===== config.mk =====
export PLATFORM = sky130hd
export DESIGN_NAME = sctl_port
export DESIGN_NICKNAME = d
export VERILOG_FILES = /design/src/rtl/sctl_pkg.sv /design/src/rtl/sctl_clkgen.sv /design/src/rtl/sctl_rx.sv /design/src/rtl/sctl_regs.sv /design/src/rtl/sctl_tx.sv /design/src/rtl/sctl_port.sv
export SDC_FILE = /design/constraint.sdc
export NUM_CORES = 1
export LEC_CHECK = 0
export BUFFER_PORTS_ARGS = -buffer_cell sky130_fd_sc_hd__buf_4
export CORE_ASPECT_RATIO = 1.5
export CORE_MARGIN = 2
export CORE_UTILIZATION = 55
export CTS_CLUSTER_DIAMETER = 200
export CTS_CLUSTER_SIZE = 8
export DETAILED_ROUTE_END_ITERATION = 10
export PLACE_DENSITY = 0.71
export SLEW_MARGIN = 10
export SYNTH_ARGS = -nofsm -noshare
export SYNTH_HDL_FRONTEND = slang
export SYNTH_SLANG_ARGS = --single-unit

===== constraint.sdc =====
create_clock -name clk -period 4 [get_ports clk]
set_clock_uncertainty 0.1 [all_clocks]
set_input_delay 0 -clock clk [delete_from_list [all_inputs] [get_ports clk]]
set_output_delay 0 -clock clk [all_outputs]
set_load 0.01 [all_outputs]

===== src/rtl/sctl_pkg.sv =====
package sctl_pkg;
    localparam int DW    = 10;
    localparam int AW    = 6;
    localparam int WW    = DW + AW;
    localparam int RATEW = 10;
    localparam int BITW  = $clog2(WW);

    localparam int SRST_CYC = 4;
    localparam int RD_LAT   = 4;
    localparam int SRSTW    = $clog2(SRST_CYC + 1);
    localparam int WAITW    = $clog2(RD_LAT + 1);

    localparam logic [AW-1:0]    ADDR_RATE  = 6'h01;
    localparam logic [AW-1:0]    ADDR_RDSEL = 6'h02;
    localparam logic [AW-1:0]    ADDR_CTRL  = 6'h03;
    localparam logic [AW-1:0]    ADDR_ID    = 6'h04;
    localparam logic [AW-1:0]    ADDR_GEN0  = 6'h08;
    localparam logic [RATEW-1:0] RATE_RST   = 10'd4;
endpackage


===== src/rtl/sctl_clkgen.sv =====
module sctl_clkgen
    import sctl_pkg::*;
(
    input  logic             clk,
    input  logic             rst_n,
    input  logic [RATEW-1:0] rate,
    output logic             sclk,
    output logic             rise_evt,
    output logic             fall_evt
);
    typedef struct packed {
        logic [RATEW-1:0] cnt;
        logic             sclk;
    } st_t;

    st_t              s_d, s_q;
    logic [RATEW-1:0] half_m1;

    always_comb begin
        half_m1  = (rate == '0) ? '0 : rate - 1'b1;
        s_d      = s_q;
        rise_evt = 1'b0;
        fall_evt = 1'b0;
        if (s_q.cnt >= half_m1) begin
            s_d.cnt  = '0;
            s_d.sclk = ~s_q.sclk;
            rise_evt = ~s_q.sclk;
            fall_evt = s_q.sclk;
        end else begin
            s_d.cnt = s_q.cnt + 1'b1;
        end
    end

    always_ff @(posedge clk or negedge rst_n) begin
        if (!rst_n) s_q <= '0;
        else        s_q <= s_d;
    end

    assign sclk = s_q.sclk;

    // with the rate held at 0 or 1 the serial clock toggles every master cycle
    assert_fast_toggle_R2: assert property (@(posedge clk) disable iff (!rst_n)
        (rate <= 10'd1 && $past(rate) <= 10'd1) |-> (sclk != $past(sclk)));
endmodule


===== src/rtl/sctl_rx.sv =====
module sctl_rx
    import sctl_pkg::*;
(
    input  logic          clk,
    input  logic          rst_n,
    input  logic          en,
    input  logic          fall_evt,
    input  logic          sdi,
    input  logic          sdi_fs,
    output logic          word_vld,
    output logic [WW-1:0] word
);
    typedef struct packed {
        logic            busy;
        logic [BITW-1:0] cnt;
        logic [WW-1:0]   sh;
        logic            vld;
        logic [WW-1:0]   word;
    } st_t;

    st_t s_d, s_q;

    always_comb begin
        s_d     = s_q;
        s_d.vld = 1'b0;
        if (!en) begin
            s_d.busy = 1'b0;
        end else if (fall_evt) begin
            if (sdi_fs) begin
                if (s_q.busy) begin
                    s_d.busy = 1'b0;              // frame sync too early, drop both
                end else begin
                    s_d.busy = 1'b1;
                    s_d.cnt  = BITW'(1);
                    s_d.sh   = {{(WW-1){1'b0}}, sdi};
                end
            end else if (s_q.busy) begin
                s_d.sh = {s_q.sh[WW-2:0], sdi};
                if (s_q.cnt == BITW'(WW-1)) begin
                    s_d.busy = 1'b0;
                    s_d.vld  = 1'b1;
                    s_d.word = {s_q.sh[WW-2:0], sdi};
                end else begin
                    s_d.cnt = s_q.cnt + 1'b1;
                end
            end
        end
    end

    always_ff @(posedge clk or negedge rst_n) begin
        if (!rst_n) s_q <= '0;
        else        s_q <= s_d;
    end

    assign word_vld = s_q.vld;
    assign word     = s_q.word;

    // a completed word only follows a falling serial-clock sample
    assert_vld_after_fall_R3: assert property (@(posedge clk) disable iff (!rst_n)
        word_vld |-> $past(fall_evt && en));
    // a frame sync that lands inside a word never yields a word
    assert_early_fs_drop_R8: assert property (@(posedge clk) disable iff (!rst_n)
        (fall_evt && en && sdi_fs && s_q.busy) |=> !word_vld);
endmodule


===== src/rtl/sctl_regs.sv =====
module sctl_regs
    import sctl_pkg::*;
#(
    parameter int          NGEN   = 4,
    parameter logic [9:0]  ID_VAL = 10'h2A5
)(
    input  logic               clk,
    input  logic               rst_n,
    input  logic               wr_vld,
    input  logic [WW-1:0]      wr_word,
    output logic [RATEW-1:0]   rate,
    output logic [AW-1:0]      rd_addr,
    output logic [DW-1:0]      rd_data,
    output logic               rd_req,
    output logic [NGEN*DW-1:0] gen_flat
);
    typedef struct packed {
        logic [NGEN-1:0][DW-1:0] gen;
        logic [RATEW-1:0]        rate;
        logic [AW-1:0]           rdsel;
        logic [DW-1:0]           ctrl;
        logic [SRSTW-1:0]        srst;
    } st_t;

    st_t             s_d, s_q;
    logic [AW-1:0]   wr_addr;
    logic [DW-1:0]   wr_data;
    logic [NGEN-1:0] wr_hit;
    logic [NGEN-1:0] rd_hit;
    logic            writable;

    assign wr_addr = wr_word[AW-1:0];
    assign wr_data = wr_word[WW-1:AW];

    for (genvar g = 0; g < NGEN; g++) begin : g_dec
        assign wr_hit[g] = (wr_addr == ADDR_GEN0 + AW'(g));
        assign rd_hit[g] = (s_q.rdsel == ADDR_GEN0 + AW'(g));
    end

    assign writable = (wr_addr == ADDR_RATE) || (wr_addr == ADDR_RDSEL) ||
                      (wr_addr == ADDR_CTRL) || (|wr_hit);

    always_comb begin
        s_d    = s_q;
        rd_req = 1'b0;
        if (s_q.srst != '0) begin
            s_d.srst = s_q.srst - 1'b1;
            s_d.gen  = '0;
            s_d.ctrl = (s_q.srst == SRSTW'(1)) ? '0 : DW'(1);
        end else if (wr_vld) begin
            if (wr_addr == ADDR_RATE) s_d.rate = wr_data;
            if (wr_addr == ADDR_RDSEL) begin
                s_d.rdsel = wr_word[2*AW-1:AW];
                rd_req    = 1'b1;
            end
            if (wr_addr == ADDR_CTRL) begin
                if (wr_data[0]) begin
                    s_d.srst = SRSTW'(SRST_CYC);
                    s_d.ctrl = DW'(1);
                    s_d.gen  = '0;
                end else begin
                    s_d.ctrl = wr_data;
                end
            end
            for (int k = 0; k < NGEN; k++) begin
                if (wr_hit[k]) s_d.gen[k] = wr_data;
            end
        end
    end

    always_comb begin
        rd_data = '0;
        if (s_q.rdsel == ADDR_RATE)  rd_data = s_q.rate;
        if (s_q.rdsel == ADDR_RDSEL) rd_data = DW'(s_q.rdsel);
        if (s_q.rdsel == ADDR_CTRL)  rd_data = s_q.ctrl;
        if (s_q.rdsel == ADDR_ID)    rd_data = ID_VAL;
        for (int k = 0; k < NGEN; k++) begin
            if (rd_hit[k]) rd_data = s_q.gen[k];
        end
    end

    always_ff @(posedge clk or negedge rst_n) begin
        if (!rst_n) begin
            s_q      <= '0;
            s_q.rate <= RATE_RST;
        end else begin
            s_q <= s_d;
        end
    end

    assign rate     = s_q.rate;
    assign rd_addr  = s_q.rdsel;
    assign gen_flat = s_q.gen;

    // the self-clearing bit stays high for exactly four master cycles
    assert_srst_len_R9: assert property (@(posedge clk) disable iff (!rst_n)
        $rose(s_q.ctrl[0]) |-> s_q.ctrl[0] ##1 s_q.ctrl[0] ##1 s_q.ctrl[0]
                               ##1 s_q.ctrl[0] ##1 !s_q.ctrl[0]);
    // soft reset leaves clock rate and read selection alone
    assert_srst_keeps_R9: assert property (@(posedge clk) disable iff (!rst_n)
        (s_q.srst != '0) |=> ($stable(s_q.rate) && $stable(s_q.rdsel)));
    // a write to a read-only or unmapped address leaves every register as it was
    assert_ignore_ro_R4: assert property (@(posedge clk) disable iff (!rst_n)
        (wr_vld && !writable && s_q.srst == '0) |=> $stable(s_q));
endmodule


===== src/rtl/sctl_tx.sv =====
module sctl_tx
    import sctl_pkg::*;
(
    input  logic          clk,
    input  logic          rst_n,
    input  logic          rise_evt,
    input  logic          rd_req,
    input  logic [DW-1:0] rd_data,
    input  logic [AW-1:0] rd_addr,
    output logic          sdo,
    output logic          sdo_act,
    output logic          sfs
);
    typedef struct packed {
        logic             pend;
        logic [WAITW-1:0] wt;
        logic             busy;
        logic [BITW-1:0]  cnt;
        logic [WW-1:0]    sh;
        logic             sdo;
        logic             act;
        logic             fs;
    } st_t;

    st_t s_d, s_q;

    always_comb begin
        s_d = s_q;
        if (s_q.wt != '0) s_d.wt = s_q.wt - 1'b1;
        if (rise_evt) begin
            if (s_q.busy && s_q.cnt != BITW'(WW-1)) begin
                s_d.cnt = s_q.cnt + 1'b1;
                s_d.sh  = {s_q.sh[WW-2:0], 1'b0};
                s_d.sdo = s_q.sh[WW-2];
                s_d.fs  = 1'b0;
            end else if (s_q.pend && s_q.wt == '0) begin
                s_d.busy = 1'b1;
                s_d.cnt  = '0;
                s_d.sh   = {rd_data, rd_addr};
                s_d.sdo  = rd_data[DW-1];
                s_d.fs   = 1'b1;
                s_d.act  = 1'b1;
                s_d.pend = 1'b0;
            end else begin
                s_d.busy = 1'b0;
                s_d.act  = 1'b0;
                s_d.sdo  = 1'b0;
                s_d.fs   = 1'b0;
            end
        end
        if (rd_req) begin
            s_d.pend = 1'b1;
            s_d.wt   = WAITW'(RD_LAT - 1);
        end
    end

    always_ff @(posedge clk or negedge rst_n) begin
        if (!rst_n) s_q <= '0;
        else        s_q <= s_d;
    end

    assign sdo     = s_q.sdo;
    assign sdo_act = s_q.act;
    assign sfs     = s_q.fs;

    // checker: master cycles since the last read request, saturating
    logic [2:0] since_q;
    always_ff @(posedge clk or negedge rst_n) begin
        if (!rst_n)              since_q <= 3'd7;
        else if (rd_req)         since_q <= 3'd1;
        else if (since_q != 3'd7) since_q <= since_q + 3'd1;
    end

    // frame sync only while data is driven, and every reply opens with it
    assert_fs_in_frame_R6: assert property (@(posedge clk) disable iff (!rst_n)
        sfs |-> sdo_act);
    assert_start_with_fs_R6: assert property (@(posedge clk) disable iff (!rst_n)
        $rose(sdo_act) |-> sfs);
    // a reply never starts within four master cycles of its request
    assert_reply_wait_R7: assert property (@(posedge clk) disable iff (!rst_n)
        $rose(sfs) |-> ($past(since_q) >= 3'(RD_LAT)));
endmodule


===== src/rtl/sctl_port.sv =====
module sctl_port
    import sctl_pkg::*;
#(
    parameter int         NGEN   = 4,
    parameter logic [9:0] ID_VAL = 10'h2A5
)(
    input  logic               clk,
    input  logic               rst_n,
    input  logic               port_en,
    input  logic               sdi,
    input  logic               sdi_fs,
    output logic               sclk,
    output logic               sclk_oe,
    output logic               sdo,
    output logic               sdo_oe,
    output logic               sfs,
    output logic               sfs_oe,
    output logic [NGEN*DW-1:0] cfg_regs
);
    logic             rise_evt, fall_evt;
    logic [RATEW-1:0] rate;
    logic             word_vld;
    logic [WW-1:0]    word;
    logic [AW-1:0]    rd_addr;
    logic [DW-1:0]    rd_data;
    logic             rd_req;
    logic             tx_sdo, tx_act;

    sctl_clkgen u_clk (
        .clk(clk), .rst_n(rst_n), .rate(rate),
        .sclk(sclk), .rise_evt(rise_evt), .fall_evt(fall_evt)
    );

    sctl_rx u_rx (
        .clk(clk), .rst_n(rst_n), .en(port_en), .fall_evt(fall_evt),
        .sdi(sdi), .sdi_fs(sdi_fs), .word_vld(word_vld), .word(word)
    );

    sctl_regs #(.NGEN(NGEN), .ID_VAL(ID_VAL)) u_regs (
        .clk(clk), .rst_n(rst_n), .wr_vld(word_vld), .wr_word(word),
        .rate(rate), .rd_addr(rd_addr), .rd_data(rd_data),
        .rd_req(rd_req), .gen_flat(cfg_regs)
    );

    sctl_tx u_tx (
        .clk(clk), .rst_n(rst_n), .rise_evt(rise_evt), .rd_req(rd_req),
        .rd_data(rd_data), .rd_addr(rd_addr),
        .sdo(tx_sdo), .sdo_act(tx_act), .sfs(sfs)
    );

    assign sclk_oe = port_en;
    assign sfs_oe  = port_en;
    assign sdo_oe  = tx_act & port_en;
    assign sdo     = tx_sdo & port_en;
endmodule


==> results_dict.tcl <==
set metrics [dict create \
    slew_viol_final 0 \
    crit_family "buffers and inverters" \
    max_freq_mhz 278 \
    status "finished clean" \
    grt_usage_pct 26.0 \
    met2WireLength_um 9540 \
    synth-async-reset-ratio_pct 100 \
    num_rows 52 \
    synthSimpleGateAreaFrac_pct 13.9 \
    dieHeight_um 147 \
    wl_um 18000 \
    synthFlopType "dfrtp_1" \
    synth.area.top_cells "dfrtp_1, mux2_2, nand2_1, buf_4, mux2i_1" \
    crit_chain "inv_1 > ha_1 > nand2_1 > nor3_1 > xor2_1 > nand2_1 > ha_1 > nand2_1 > nor3_2 > a211oi_4 > buf_4 > o311ai_0 > o41ai_1 > dlygate4sd3_1" \
    synthAdderAreaFrac_pct 3.19 \
    fin_nets 756 \
    num-fill-cells 1108 \
    yosys.area.top_type "dfrtp_1" \
    clk_path_buf_depth 2 \
    fin_tns_setup_ns 0 \
    hold_violations 0 \
    grt_start_max_net_pins 89 \
    cp.arrival_ns 3.80 \
    min_period_ns 3.60 \
    slowest_stage "dlygate4sd3_1" \
    netlist_area_mm2 0.00745 \
    grt_first_pass_wirelength_um 29400 \
    ctsRootBufferMaster "clkbuf_16" \
    crit_type "register to register" \
    start_util_pct 55.8 \
    htreeDepth 4 \
    routedWlPerCell_um 19.8 \
    synthXorXnorAreaFrac_pct 1.88 \
    io_buffers 50 \
    synth_cell_type_count 70 \
    dr.pass1.iters 5 \
    synth_top_family_by_area "compound AO/OA/AOI/OAI gates" \
    period_share_pct 90.1 \
    wl_met3_um 624 \
    post-synth-top-count-cell "dfrtp_1" \
    crit_buf_inv 3 \
    required_ns 4.20 \
    top_layer "met4" \
    drt_iter0_drc 299 \
    max_cap_viol_count 0 \
    drive_gt1_share_pct 20.5 \
    syn_inst 721 \
    path_clk_slew_ns 0.06 \
    place_congestion 0.873 \
    seq_area_mm2 0.00358 \
    cp_max_fo 10 \
    cts_inserted_buffers 17 \
    syn-mean-instance-area_um2 10.3 \
    max_slew.worst_pin.slew_ns 0.812 \
    grt_overflow 0 \
    chipWidth_um 99 \
    ioPinCount 51 \
    powerDensity_mw_per_mm2 382 \
    end_kind "register" \
    path_common_cell "nand2_1" \
    dieArea_mm2 0.0145 \
    cts_sinks 143 \
    ys_ff_latch 143 \
    slew_headroom_pct 45.9 \
    synth_top_area_share_pct 47.7 \
    clock_latency_ns 0.42 \
    yosysWarnings 0 \
    dpl.hpwl_um 13100 \
    finalSetupViolCount 0 \
    antenna_left 0 \
    n_antenna_cell 0 \
    ys_top_cells_by_count "dfrtp_1, nand2_1, o21ai_0, buf_4, nor2_1" \
    hp-class "input pin to register" \
    core_mm2 0.0133 \
    rsz0062_at_grt "no" \
    synth_edf_count 0 \
    wl_met1_um 7050 \
    area_growth_pct 11.2 \
    multi_input_area_mm2 0.00330 \
    worstSetupStartpointType "register" \
    leakagePower_nw 3.71 \
    synthMuxAreaShare_pct 11.2 \
    grt_pass1_vias 5585 \
    antenna_found_initial 0 \
    vias_per_cell 6.04 \
    num_vias 5474 \
    drcViolationCount 0 \
    slowest_delay_ns 0.60 \
    synth_compound_gate_area_share_pct 14.1 \
    synth.net_count 745 \
    yosysSeqAreaShare_pct 48.1 \
    vdd_drop_max_mv 0.248 \
    power.total_w 0.00316 \
    cts_tree "done" \
]
-- registers in the layout, indices dropped and copies added, names as in the netlist --
signal           flops
u_regs.gen_flat     40
u_tx.s_q            23
u_rx.s_q            20
u_rx.word           16
u_regs.s_q          13
u_clk.s_q           10
u_regs.rate         10
u_regs.rd_addr       6
u_clk.sclk           1
u_rx.word_vld        1
u_tx.sdo             1
u_tx.sdo_act         1
u_tx.sfs             1
-- layout by cell type (no fill, tap or decap), drive strengths merged, types with 6 or more instances in the layout --
cell / n
nor4: 6
dfrtp: 142
nand3: 21
inv: 34
buf: 57
ha: 19
nor3: 13
clkbuf: 19
a21oi: 13
mux2: 44
nor2b: 8
xor2: 12
o22ai: 8
a211oi: 9
and2: 8
o31ai: 12
nor2: 41
o21ai: 61
or3: 6
o2bb2ai: 12
mux2i: 31
nand2: 94
-- area by class of cell --
type                            count  share of cell area (%)
Clock inverter                     13                    1.96
Multi-Input combinational cell    477                    39.9
Timing Repair Buffer               61                    5.70
Sequential cell                   143                    43.2
Inverter                           32                    1.45
Tap cell                          162                    2.45
Clock buffer                       19                    5.35
-- routing by layer --
layer	GRT usage (%)	up-vias
li1	-	2547
met1	31.3	2737
met2	44.5	148
met3	4.31	42
met5	0	-
met4	13.1	0
-- where the power goes --
group | internal, W | total [W] | switching, W
combinational | 0.0000248 | 0.0000762 | 0.0000514
sequential | 0.00146 | 0.00146 | 0.00000926
clock | 0.000999 | 0.00162 | 0.000623
-- worst paths after layout --
path,cells past startpoint,slack (ns),end,startpoint
max,14,0.40,u_rx.s_q[37]$_DFFE_PN0P_,u_regs.rate[0]$_DFFE_PN0P_
min,4,0.09,u_rx.word_vld$_DFF_PN0_,port_en
max reg2reg,14,0.40,u_rx.s_q[37]$_DFFE_PN0P_,u_regs.rate[0]$_DFFE_PN0P_
min reg2reg,1,0.40,u_tx.s_q[3]$_DFFE_PN0P_,u_tx.s_q[3]$_DFFE_PN0P_
max in group asynchronous,3,2.73,u_regs.s_q[9]$_DFFE_PN0P_,rst_n
min in group asynchronous,2,0.11,u_tx.s_q[20]$_DFFE_PN0P_,rst_n
-- stage by stage --
stage               hold slack, ns  setup slack, ns  instance area (um2)  utilization [%]  std cells
CTS                         0.0752            0.358                 8280             62.1        907
detailed placement          0.0234            0.459                 7630             57.2        871
global route                0.0901           0.0772                 8280             62.1        907
global placement            0.0154            0.605                 7630             57.2        871
finish                      0.0873            0.397                 8280             62.1        907
floorplan                   -0.396            0.973                 7450                -        721
-- cells by family after synthesis --
kind of cell	after synthesis
DFF	143
and+or+nand+nor	214
adders and majority gates	19
AOI/OAI and AO/OA	153
xor gates and xnor gates	16
muxes	75
buffers and inverters	101
-- tightest hold or removal path, stage by stage --
cell     delay (ns)
buf_4          0.14
nand3_1        0.13
nor4_4         0.05
buf_4          0.21
-- what timing repair did --
action | in CTS | in global routing
hold buffers | 4 | 0
gates resized for setup | 0 | 1
buffers inserted | 0 | 0
endpoints found under the setup margin | 0 | 5
endpoints found under the hold margin | 105 | 0
No activity file was read; power rests on OpenSTA's default activity.
